===== config.mk =====
export PLATFORM = sky130hd
export DESIGN_NAME = sbuf_top
export DESIGN_NICKNAME = d
export VERILOG_FILES = /design/src/rtl/sbuf_pkg.sv /design/src/rtl/sbuf_queue.sv /design/src/rtl/sbuf_ctrl.sv /design/src/rtl/sbuf_top.sv
export SDC_FILE = /design/constraint.sdc
export NUM_CORES = 2
export LEC_CHECK = 0
export ABC_AREA = 1
export ABC_CLOCK_PERIOD_IN_PS = 6900
export BUFFER_PORTS_ARGS = -buffer_cell sky130_fd_sc_hd__buf_2
export CORE_UTILIZATION = 36
export CTS_CLUSTER_SIZE = 30
export DETAILED_ROUTE_END_ITERATION = 10
export GPL_ROUTABILITY_DRIVEN = 1
export PLACE_DENSITY = 0.61
export SLEW_MARGIN = 20
export SYNTH_ARGS = -nofsm -noshare
export SYNTH_HDL_FRONTEND = slang
export SYNTH_SLANG_ARGS = --single-unit

===== constraint.sdc =====
create_clock -name clk -period 6.9 [get_ports clk]
set_input_delay 0.345 -clock clk [delete_from_list [all_inputs] [get_ports clk]]
set_output_delay 0.345 -clock clk [all_outputs]
set_load 0.02 [all_outputs]

===== src/rtl/sbuf_pkg.sv =====
package sbuf_pkg;

    typedef enum logic [1:0] {
        OP_LOAD    = 2'd0,
        OP_STORE   = 2'd1,
        OP_FENCE   = 2'd2,
        OP_LOCKADD = 2'd3
    } sb_op_e;

    typedef enum logic [2:0] {
        ST_IDLE,
        ST_LD_RD,
        ST_LD_WAIT,
        ST_FN_DRAIN,
        ST_LK_DRAIN,
        ST_LK_RD,
        ST_LK_WAIT,
        ST_LK_WR
    } sb_state_e;

endpackage


===== src/rtl/sbuf_queue.sv =====
module sbuf_queue #(
    parameter int DEPTH = 8,
    parameter int AW    = 32,
    parameter int DW    = 32,
    localparam int PW   = $clog2(DEPTH),
    localparam int CW   = $clog2(DEPTH + 1)
) (
    input  logic          clk,
    input  logic          rst_n,
    input  logic          push,
    input  logic [AW-1:0] push_addr,
    input  logic [DW-1:0] push_data,
    input  logic          pop,
    input  logic [AW-1:0] look_addr,
    output logic [CW-1:0] count,
    output logic          empty,
    output logic          full,
    output logic [AW-1:0] head_addr,
    output logic [DW-1:0] head_data,
    output logic          hit,
    output logic [DW-1:0] hit_data
);

    typedef struct packed {
        logic [PW-1:0]            head;
        logic [PW-1:0]            tail;
        logic [CW-1:0]            count;
        logic [DEPTH-1:0][AW-1:0] addr;
        logic [DEPTH-1:0][DW-1:0] data;
    } q_t;

    q_t r_q, r_d;
    logic [DEPTH-1:0] addr_eq;

    function automatic logic [PW-1:0] wrap_inc(input logic [PW-1:0] p);
        return (p == PW'(DEPTH - 1)) ? '0 : p + 1'b1;
    endfunction

    // per-entry address comparators
    for (genvar g = 0; g < DEPTH; g++) begin : g_cmp
        assign addr_eq[g] = (r_q.addr[g] == look_addr);
    end

    // youngest live match wins: scan from oldest to youngest, last hit stays
    always_comb begin
        logic [PW:0] idx;
        hit      = 1'b0;
        hit_data = '0;
        for (int k = 0; k < DEPTH; k++) begin
            idx = {1'b0, r_q.head} + (PW+1)'(k);
            if (idx >= (PW+1)'(DEPTH)) idx = idx - (PW+1)'(DEPTH);
            if ((CW'(k) < r_q.count) && addr_eq[idx[PW-1:0]]) begin
                hit      = 1'b1;
                hit_data = r_q.data[idx[PW-1:0]];
            end
        end
    end

    always_comb begin
        r_d = r_q;
        if (pop) begin
            r_d.head = wrap_inc(r_q.head);
        end
        if (push) begin
            r_d.addr[r_q.tail] = push_addr;
            r_d.data[r_q.tail] = push_data;
            r_d.tail           = wrap_inc(r_q.tail);
        end
        r_d.count = r_q.count + CW'(push) - CW'(pop);
    end

    always_ff @(posedge clk or negedge rst_n) begin
        if (!rst_n) r_q <= '0;
        else        r_q <= r_d;
    end

    assign count     = r_q.count;
    assign empty     = (r_q.count == '0);
    assign full      = (r_q.count == CW'(DEPTH));
    assign head_addr = r_q.addr[r_q.head];
    assign head_data = r_q.data[r_q.head];

    // the controller never pushes into a full queue
    p_no_overflow_r6: assert property (@(posedge clk) disable iff (!rst_n)
        push |-> (r_q.count < CW'(DEPTH)));

    // retirement only ever removes a live entry
    p_pop_live_r1: assert property (@(posedge clk) disable iff (!rst_n)
        pop |-> (r_q.count != '0));

endmodule


===== src/rtl/sbuf_ctrl.sv =====
module sbuf_ctrl
    import sbuf_pkg::*;
#(
    parameter int DEPTH = 8,
    parameter int AW    = 32,
    parameter int DW    = 32,
    localparam int CW   = $clog2(DEPTH + 1)
) (
    input  logic          clk,
    input  logic          rst_n,
    input  logic          req_valid,
    input  logic [1:0]    req_op,
    input  logic [AW-1:0] req_addr,
    input  logic [DW-1:0] req_wdata,
    output logic          req_ready,
    input  logic [CW-1:0] q_count,
    input  logic          q_empty,
    input  logic          q_full,
    input  logic          q_hit,
    input  logic [DW-1:0] q_hit_data,
    input  logic [AW-1:0] head_addr,
    input  logic [DW-1:0] head_data,
    output logic          push,
    output logic          pop,
    input  logic          mem_ready,
    input  logic          mem_rvalid,
    input  logic [DW-1:0] mem_rdata,
    output logic          mem_valid,
    output logic          mem_we,
    output logic [AW-1:0] mem_addr,
    output logic [DW-1:0] mem_wdata,
    output logic          rsp_valid,
    output logic [DW-1:0] rsp_data,
    output logic          fence_done
);

    typedef struct packed {
        sb_state_e     st;
        logic [AW-1:0] addr;
        logic [DW-1:0] opnd;
        logic [DW-1:0] old;
        logic          rsp_valid;
        logic [DW-1:0] rsp_data;
        logic          fence_done;
    } ctrl_t;

    ctrl_t r_q, r_d;
    sb_op_e op;
    logic   retire_slot;
    logic   last_out;

    always_comb begin
        r_d            = r_q;
        r_d.rsp_valid  = 1'b0;
        r_d.fence_done = 1'b0;
        op             = sb_op_e'(req_op);
        req_ready      = 1'b0;
        push           = 1'b0;
        pop            = 1'b0;
        mem_valid      = 1'b0;
        mem_we         = 1'b0;
        mem_addr       = head_addr;
        mem_wdata      = head_data;

        // the port drains the queue whenever no read or locked write owns it
        retire_slot = !(r_q.st inside {ST_LD_RD, ST_LK_RD, ST_LK_WR});
        if (retire_slot && !q_empty) begin
            mem_valid = 1'b1;
            mem_we    = 1'b1;
            pop       = mem_ready;
        end
        last_out = pop && (q_count == CW'(1));

        unique case (r_q.st)
            ST_IDLE: begin
                req_ready = (op == OP_STORE) ? !q_full : 1'b1;
                if (req_valid && req_ready) begin
                    unique case (op)
                        OP_STORE: push = 1'b1;
                        OP_LOAD: begin
                            if (q_hit) begin
                                r_d.rsp_valid = 1'b1;
                                r_d.rsp_data  = q_hit_data;
                            end else begin
                                r_d.addr = req_addr;
                                r_d.st   = ST_LD_RD;
                            end
                        end
                        OP_FENCE: begin
                            if (q_empty || last_out) r_d.fence_done = 1'b1;
                            else                     r_d.st         = ST_FN_DRAIN;
                        end
                        OP_LOCKADD: begin
                            r_d.addr = req_addr;
                            r_d.opnd = req_wdata;
                            r_d.st   = (q_empty || last_out) ? ST_LK_RD : ST_LK_DRAIN;
                        end
                        default: ;
                    endcase
                end
            end
            ST_LD_RD: begin
                mem_valid = 1'b1;
                mem_addr  = r_q.addr;
                if (mem_ready) r_d.st = ST_LD_WAIT;
            end
            ST_LD_WAIT: begin
                if (mem_rvalid) begin
                    r_d.rsp_valid = 1'b1;
                    r_d.rsp_data  = mem_rdata;
                    r_d.st        = ST_IDLE;
                end
            end
            ST_FN_DRAIN: begin
                if (last_out) begin
                    r_d.fence_done = 1'b1;
                    r_d.st         = ST_IDLE;
                end
            end
            ST_LK_DRAIN: begin
                if (last_out) r_d.st = ST_LK_RD;
            end
            ST_LK_RD: begin
                mem_valid = 1'b1;
                mem_addr  = r_q.addr;
                if (mem_ready) r_d.st = ST_LK_WAIT;
            end
            ST_LK_WAIT: begin
                if (mem_rvalid) begin
                    r_d.old = mem_rdata;
                    r_d.st  = ST_LK_WR;
                end
            end
            ST_LK_WR: begin
                mem_valid = 1'b1;
                mem_we    = 1'b1;
                mem_addr  = r_q.addr;
                mem_wdata = r_q.old + r_q.opnd;
                if (mem_ready) begin
                    r_d.rsp_valid = 1'b1;
                    r_d.rsp_data  = r_q.old;
                    r_d.st        = ST_IDLE;
                end
            end
            default: r_d.st = ST_IDLE;
        endcase
    end

    always_ff @(posedge clk or negedge rst_n) begin
        if (!rst_n) begin
            r_q    <= '0;
            r_q.st <= ST_IDLE;
        end else begin
            r_q <= r_d;
        end
    end

    assign rsp_valid  = r_q.rsp_valid;
    assign rsp_data   = r_q.rsp_data;
    assign fence_done = r_q.fence_done;

    // nothing younger enters while a barrier drains
    p_fence_block_r4: assert property (@(posedge clk) disable iff (!rst_n)
        (r_q.st == ST_FN_DRAIN) |-> !req_ready);

    // a barrier only completes on an empty queue
    p_fence_empty_r4: assert property (@(posedge clk) disable iff (!rst_n)
        fence_done |-> q_empty);

    // the locked read and write see an empty queue
    p_lock_drained_r5: assert property (@(posedge clk) disable iff (!rst_n)
        ((r_q.st == ST_LK_RD || r_q.st == ST_LK_WR) && mem_valid) |-> q_empty);

    // a second load or locked add waits for the first to answer
    p_one_inflight_r9: assert property (@(posedge clk) disable iff (!rst_n)
        (r_q.st inside {ST_LD_RD, ST_LD_WAIT, ST_LK_RD, ST_LK_WAIT, ST_LK_WR})
            |-> !req_ready);

endmodule


===== src/rtl/sbuf_top.sv =====
module sbuf_top
    import sbuf_pkg::*;
#(
    parameter int DEPTH = 8,
    parameter int AW    = 32,
    parameter int DW    = 32
) (
    input  logic          clk,
    input  logic          rst_n,
    input  logic          req_valid,
    output logic          req_ready,
    input  logic [1:0]    req_op,
    input  logic [AW-1:0] req_addr,
    input  logic [DW-1:0] req_wdata,
    output logic          rsp_valid,
    output logic [DW-1:0] rsp_data,
    output logic          fence_done,
    output logic          mem_valid,
    input  logic          mem_ready,
    output logic          mem_we,
    output logic [AW-1:0] mem_addr,
    output logic [DW-1:0] mem_wdata,
    input  logic          mem_rvalid,
    input  logic [DW-1:0] mem_rdata
);

    localparam int CW = $clog2(DEPTH + 1);

    logic          push, pop;
    logic [CW-1:0] q_count;
    logic          q_empty, q_full, q_hit;
    logic [DW-1:0] q_hit_data, head_data;
    logic [AW-1:0] head_addr;

    sbuf_queue #(.DEPTH(DEPTH), .AW(AW), .DW(DW)) u_queue (
        .clk       (clk),
        .rst_n     (rst_n),
        .push      (push),
        .push_addr (req_addr),
        .push_data (req_wdata),
        .pop       (pop),
        .look_addr (req_addr),
        .count     (q_count),
        .empty     (q_empty),
        .full      (q_full),
        .head_addr (head_addr),
        .head_data (head_data),
        .hit       (q_hit),
        .hit_data  (q_hit_data)
    );

    sbuf_ctrl #(.DEPTH(DEPTH), .AW(AW), .DW(DW)) u_ctrl (
        .clk        (clk),
        .rst_n      (rst_n),
        .req_valid  (req_valid),
        .req_op     (req_op),
        .req_addr   (req_addr),
        .req_wdata  (req_wdata),
        .req_ready  (req_ready),
        .q_count    (q_count),
        .q_empty    (q_empty),
        .q_full     (q_full),
        .q_hit      (q_hit),
        .q_hit_data (q_hit_data),
        .head_addr  (head_addr),
        .head_data  (head_data),
        .push       (push),
        .pop        (pop),
        .mem_ready  (mem_ready),
        .mem_rvalid (mem_rvalid),
        .mem_rdata  (mem_rdata),
        .mem_valid  (mem_valid),
        .mem_we     (mem_we),
        .mem_addr   (mem_addr),
        .mem_wdata  (mem_wdata),
        .rsp_valid  (rsp_valid),
        .rsp_data   (rsp_data),
        .fence_done (fence_done)
    );

    // occupancy never drops in a cycle the memory refused
    p_free_on_accept_r7: assert property (@(posedge clk) disable iff (!rst_n)
        !mem_ready |=> (q_count >= $past(q_count)));

endmodule


## After elaboration in Yosys (flattened, before gate mapping)

Index checks and enable logic that the tools add are counted.

| storage, ports and cells | value |
|---|---|
| bits in registers | 655 |
| output and inout port bits | 101 |
| input port bits | 103 |
| logic and storage cells | 239 |

| cells by class | value |
|---|---|
| eq/ne operators | 36 |
| mux-type cells | 102 |
| $lt $le $gt $ge | 27 |
| reduce and logical (&&, ||, !) cells | 28 |
| add/subtract/negate cells | 20 |

Operators with widths:

| kind | count |
|---|---|
| 32-bit binary-select mux with 3-bit select | 10 |
| 32-bit 2-to-1 mux | 22 |
| 256-bit bitwise mux | 2 |
| 32-bit equality test | 8 |
| 33-bit 2-to-1 mux | 4 |
| 33-bit case mux with 3 select lines | 1 |
| 32-bit demux with 3-bit select | 1 |
| 67-bit 2-to-1 mux | 1 |
| 32-bit case mux with 2 select lines | 1 |
| 3-bit 2-to-1 mux | 18 |
| 3-bit by 4-bit < comparator with 1-bit output, second input constant | 10 |
| 35-bit 2-to-1 mux | 1 |
| 34-bit 2-to-1 mux | 1 |
| 32-bit adder | 1 |
| 1-bit 2-to-1 mux | 29 |
| 4-bit >= comparator, second input constant | 7 |
| 1-bit binary-select mux with 3-bit select | 8 |
| 3-bit case mux with 8 select lines | 1 |
| 3-bit by 1-bit subtractor with 3-bit output, second input constant | 8 |
| 3-bit equality test, second input constant | 6 |
| 3-bit by 3-bit adder with 4-bit output, second input constant | 4 |
| 3-bit by 4-bit < comparator with 1-bit output, first input constant | 4 |
| 2-bit inequality test, second input constant | 8 |
| 1-bit logical AND | 12 |
| other kinds (33) | 45 |

## Longest topological paths before layout

| logic depth | value |
|---|---|
| word-level depth | 17 |
| gate-level depth with buffers | 28 |
| depth with buffers taken out | 27 |

## Modules after synthesis

From an unflattened synthesis, not the netlist that was laid out.

| unflattened totals | value |
|---|---|
| cells, all modules | 6,907 |
| area, all modules | 45,747.6 µm² |

By module, submodules not included:

| module | cells an instance | sequential area each (µm²) | instances | area each (µm²) |
|---|---|---|---|---|
| sbuf_queue | 5,646 | 13,062.5 | 1 | 36,417.4 |
| sbuf_ctrl | 1,261 | 3,328.2 | 1 | 9,330.2 |

## Worst setup path after synthesis

No wires, ideal clock.

| timing | value |
|---|---|
| kind | register -> register |
| start | reg u_queue.r_q[519] in the netlist's numbering |
| end | reg u_ctrl.r_q, in the netlist u_ctrl.rsp_data[14] |
| arrival time | 3,906 ps |
| library setup time | 121 ps |
| path buffers | 9 |
| cell stages (with the launch flop) | 27 |
| slack | 2,873 ps |
| data required time | 6,779 ps |
| period minus slack after synthesis | 4,027 ps |
| path through | dfrtp_1 > buf_2 > clkinv_1 > buf_2 > clkbuf_1 > buf_2 > buf_1 > buf_1 > ha_1 > buf_2 > inv_1 > buf_2 > clkbuf_1 > mux2i_1 > nand2_1 > o21ai_0 > nor2_1 > nor2_1 > nand2_1 > nand2_1 > nand2_1 > nand2_1 > nand2_1 > nand2_1 > nand2_1 > nand2_1 > a21oi_1 |

| on the way | value |
|---|---|
| word-level cells in the longest chain between the ends | 17 |
| elaborated cells on any way between the ends | 93 |
| classes of those cells | add/sub (15); order compare (8); eq/ne (1); mux (60); reduce/logical (9) |

RTL lines:

| item | line | source |
|---|---|---|
| start, declared | sbuf_queue.sv:32 | `q_t r_q, r_d;` |
| start signal, assigned | sbuf_queue.sv:74 | `else r_q <= r_d;` |
| 3-bit by 1-bit adder with 4-bit output, or another cell as far along | sbuf_queue.sv:50 | `idx = {1'b0, r_q.head} + (PW+1)'(k);` |
| 4-bit >= comparator, or another cell as far along | sbuf_queue.sv:51 | `if (idx >= (PW+1)'(DEPTH)) idx = idx - (PW+1)'(DEPTH);` |
| 3-bit 2-to-1 mux / 1-bit binary-select mux with 3-bit select (equally long branches) | sbuf_queue.sv:51, sbuf_queue.sv:52 |  |
| 1-bit binary-select mux with 3-bit select / 1-bit 2-to-1 mux (equally long branches) | sbuf_queue.sv:52 | `if ((CW'(k) < r_q.count) && addr_eq[idx[PW-1:0]]) begin` |
| 1-bit 2-to-1 mux (not written as such) / 1-bit logical AND (equally long branches) | sbuf_queue.sv:52 |  |
| 1-bit logical AND / 32-bit 2-to-1 mux (equally long branches) | sbuf_queue.sv:52 |  |
| 32-bit 2-to-1 mux (7 in series) | sbuf_queue.sv:52 |  |
| 33-bit 2-to-1 mux | sbuf_ctrl.sv:81 | `if (q_hit) begin` |
| 33-bit 2-to-1 mux | sbuf_ctrl.sv:78 | `unique case (op)` |
| 34-bit 2-to-1 mux | sbuf_ctrl.sv:77 | `if (req_valid && req_ready) begin` |
| 33-bit case mux with 3 select lines | sbuf_ctrl.sv:74 | `unique case (r_q.st)` |
| end signal, assigned | sbuf_ctrl.sv:154 | `r_q <= r_d;` |
| end, declared | sbuf_ctrl.sv:47 | `ctrl_t r_q, r_d;` |

Several ways; a longest one is shown, not always the timed one. The select of a mux whose other input is x is not followed.
A chain may end at the register's enable or synchronous reset.

## Worst setup path after layout

| timing | value |
|---|---|
| start | reg u_queue.r_q[519] in the netlist's numbering |
| end | out mem_wdata[29] |

| on the way | value |
|---|---|
| word-level cells in the longest chain between the ends | 3 |

RTL lines:

| item | line | source |
|---|---|---|
| 32-bit binary-select mux with 3-bit select | sbuf_queue.sv:81 | `assign head_data = r_q.data[r_q.head];` |
| 32-bit 2-to-1 mux (not written as such) | sbuf_queue.sv:81 |  |
| 32-bit 2-to-1 mux | sbuf_ctrl.sv:74 |  |
| end, declared | sbuf_top.sv:22 | `output logic [DW-1:0] mem_wdata,` |

Every way passes these cells. The select of a mux whose other input is x is not followed.

==> metrics list <==
- Final worst-path setup slack: 1.09 ns
- For this run, the slowest stage of the critical path takes 0.84 ns.
- The clock reaches the later pin of the worst-skew pair after 0.70 ns.
- Count of standard-cell rows: 128
- After routing, the total negative slack on setup checks comes to 0 ns.
- Along the worst path, the maximum fanout reaches 98.
- Area growth, synth to finish: 10.7%
- Counting the fill cells in the layout gives 12900.
- Fraction of the cycle the final worst path needs: 0.842
* Total global-route track usage: 0.258
- The floorplan step defined a core boundary enclosing 122000 um2.
* Largest net degree at the start of global routing: 160
* Average wire length per cell after detail routing: 19.7 um
- Headroom to the max-slew limit came out at 0.224.
* Data arrival, critical path: 5.47 ns
* Post-placement worst setup slack: 1.70 ns
- Ordered cell list for the critical path: inv_8 -> buf_4 -> buf_4 -> nand2_1 -> o21ai_0 -> inv_1 -> nand2_1 -> o21ai_0 -> o21ai_0 -> nor2_1 -> a31oi_1 -> buf_2
- Global-route wire length before repair: 249 mm
- Type of the worst setup path: reg2out
- Detailed routing inserted a total of 44400 vias.
* Unique cell type count in the Yosys netlist: 53
* Post-CTS setup-driven buffer insertion count: 0
- For this design the static power due to leakage is 23.1 nW.
* I/O pins: 204
- Type of the most critical hold path: in2reg
- In this run the remaining antenna-violating nets after routing total 0.
- Total setup violations reported at the end of the flow: 0
- Number of antenna violations at the first check in global routing: 5
- Share of synthesized flip-flops with an asynchronous set or reset: 1.00
- Placed Cells incl. Taps: 8121
- Number of global-route vias before repair: 40100
- Routability-driven placement congestion ratio: 0.940
- The number of gates resized after CTS was 0.
- Once detailed placement completed, the half-perimeter wirelength came to 106 mm.
- STA classifies the critical path startpoint as a flip-flop.
- For this run, the detailed router's first-pass iteration total came to 6.
- The clock net in this run drives a total of 655 sinks.
- In the routed design, unresolved DRC markers number 0.
* Full die area: 125000 um2
* Final Max Slew Viols: 0
- Hold buffer count at cts: 55
* Clock tree from TritonCTS: built
- STA classifies the critical path endpoint as an output pin.
- The synthesized design contains 655 register bits.
* Highest Clock Rate: 172 MHz
- Each instance of the synthesized netlist takes up on average 6.59 um2.
- Final total power: 27.0 mW
* Cell seen most often among critical-path stages: sky130_fd_sc_hd__o21ai_0
- For this run, the register share of the synthesized area comes to 0.370.
- Summed over all layers, the routed wires come to 164 mm.
- Using the TritonRoute via totals, the vias-per-cell ratio works out to 5.33.
* Maximum vdd ir drop: 0.343 mV
* Required arrival time at the worst endpoint: 6.55 ns
- Leading register cell type out of synthesis: sky130_fd_sc_hd__dfrtp_1
* Syn Nets: 6871
- Maximum level of the CTS H-tree: 3
* Final Hold Fails: 0
- Number of DRC violations after detailed-routing iteration 0: 5307
- Remaining global-route overflow: 0
- Time the final worst path needs with I/O delays and setup: 5.81 ns
- Port Buffer Count: 203
* Buffers from clock root to sink, at most: 3
- Number of CTS-inserted buffers: 81
* Layout cell share with drive strength beyond 1: 0.0677
- Least-Margin Pin Slew: 1.15 ns
- Clock tree synthesis selected as its root buffer the cell sky130_fd_sc_hd__clkbuf_16.
- Yosys Warn Count: 0
- Leaving out filler cells and counting taps, the final layout contains 8320.
- The flow ran to the end, and the final reports show no timing, DRC or antenna violations.
- Unrepaired setup endpoints after global routing: false
- Syn Inst Count: 6722
- For this run, the post-layout net count is 6783.
- For this design the ratio of total power to cell area is 549 nW/um2.
- CP max stage cell: sky130_fd_sc_hd__buf_4
* Height of the die: 353 um
- Synthesized area: 44300 um2
- Effective utilization at floorplan: 0.364
- The floorplan step set the die width to 353 um.
* Worst clock skew on the final layout: 0.0550 ns
* # Max-Cap Violations: 0
- Clk pin slew, worst setup/hold paths: 0.06 ns
- Number of enable-type register cells in the synthesized netlist: 0
==> cells in the mapped netlist (15+ instances only) <==
master	number	area (um2)
sky130_fd_sc_hd__nand2_1	2263	8490
sky130_fd_sc_hd__o21ai_0	1263	6320
sky130_fd_sc_hd__dfrtp_1	655	16400
sky130_fd_sc_hd__inv_1	572	2150
sky130_fd_sc_hd__nor2_1	518	1940
sky130_fd_sc_hd__clkbuf_1	290	1090
sky130_fd_sc_hd__nand3_1	186	931
sky130_fd_sc_hd__xnor2_1	165	1450
sky130_fd_sc_hd__a21oi_1	148	741
sky130_fd_sc_hd__mux2i_1	101	1010
sky130_fd_sc_hd__buf_2	90	450
sky130_fd_sc_hd__buf_4	54	405
sky130_fd_sc_hd__buf_1	50	188
sky130_fd_sc_hd__ha_1	44	551
sky130_fd_sc_hd__nand4_1	39	244
sky130_fd_sc_hd__o211ai_1	39	293
sky130_fd_sc_hd__o21ai_1	35	175
sky130_fd_sc_hd__a211oi_1	32	240
sky130_fd_sc_hd__inv_2	23	86.3
sky130_fd_sc_hd__o22ai_1	23	144
sky130_fd_sc_hd__a31oi_1	21	131
sky130_fd_sc_hd__nor3_1	16	80.1
sky130_fd_sc_hd__xor2_1	15	131
==> sequential cells by signal, summed over array words and instances (netlist names) <==
signal,count
u_ctrl.r_q,99
u_ctrl.rsp_valid,1
u_queue.r_q,518
u_ctrl.fence_done,1
u_queue.count,4
u_ctrl.rsp_data,32
==> worst max-delay path, delay by kind of cell (launching register included) <==
family	cells	cell delay (ns)
AND/OR/NAND/NOR	3	0.28
buffers and inverters	5	2.44
AO/OA/AOI/OAI	4	1.17
flip-flops	1	0.74
==> metrics by stage <==
step / utilization / area [um2] / hold slack [ns]
after floorplan: - / 44300 / 0.0494
after global placement: 0.376 / 45800 / 0.417
after detailed placement: 0.376 / 45800 / 0.420
after CTS: 0.403 / 49100 / 0.00540
after global routing: 0.403 / 49100 / 0.0369
final: 0.403 / 49100 / 0.0399
==> routing by layer <==
layer	global-route usage	vias up	wire [um]
met1	0.380	20800	75500
met2	0.383	1995	69600
met4	0.0834	6	4830
li1	-	21300	-
met3	0.0387	276	14200
met5	0	-	33
==> final timing paths <==
check	endpoint	startpoint	slack (ns)	depth (start not counted)
max in group asynchronous	u_queue.r_q[121]	rst_n	4.98	4
worst min register to register	u_queue.r_q[56]	u_queue.r_q[56]	0.48	2
min in group asynchronous	u_ctrl.rsp_data[20]	rst_n	0.19	2
worst min-delay path	u_ctrl.r_q[114]	req_addr[16]	0.04	3
worst max-delay path	mem_wdata[29]	u_queue.r_q[519]	1.09	12
worst max register to register	u_ctrl.rsp_data[0]	u_queue.r_q[521]	1.51	18
==> cell usage in the layout, fill, tap and decap left out, types with 55 or more instances in the layout <==
cell type                       synthesis  routed
sky130_fd_sc_hd__a21oi_1              148     148
sky130_fd_sc_hd__dfrtp_1              655     652
sky130_fd_sc_hd__nor2_1               518     515
sky130_fd_sc_hd__inv_1                572     569
sky130_fd_sc_hd__mux2i_1              101     101
sky130_fd_sc_hd__buf_4                 54      62
sky130_fd_sc_hd__o21ai_0             1263    1263
sky130_fd_sc_hd__nand2_1             2263    2254
sky130_fd_sc_hd__nand3_1              186     181
sky130_fd_sc_hd__dlygate4sd3_1          0      55
sky130_fd_sc_hd__buf_2                 90     202
sky130_fd_sc_hd__xnor2_1              165     165
sky130_fd_sc_hd__clkbuf_16              0      81
==> area by class of cell <==
type / count / area, um2 / share of cell area
timing repair buffer: 322 / 2080 / 0.0424
sequential: 655 / 16400 / 0.334
multi-input combinational: 4977 / 23600 / 0.481
clock inverter: 29 / 427 / 0.00869
clock buffer: 114 / 2270 / 0.0463
inverter: 597 / 2250 / 0.0459
tap: 1625 / 2030 / 0.0414
antenna: 1 / 2.50 / 0.0000510
==> report_power, final <==
group	internal, mW	switching [mW]
clock	2.55	1.87
combinational	4.84	10.8
sequential	5.41	1.46
==> cells by family (layout without fill, tap and decap cells) <==
group	Yosys count	count (layout)	share of synthesized area
AOI/OAI and AO/OA	1601	1601	0.189
xor gates and xnor gates	180	180	0.0356
adders and majority gates	46	46	0.0133
buffers and inverters	1090	1062	0.101
DFF	655	655	0.370
muxes	103	103	0.0233
other	0	1	0
and+or+nand+nor	3047	3047	0.268
Power figures use the tool's default switching activity.
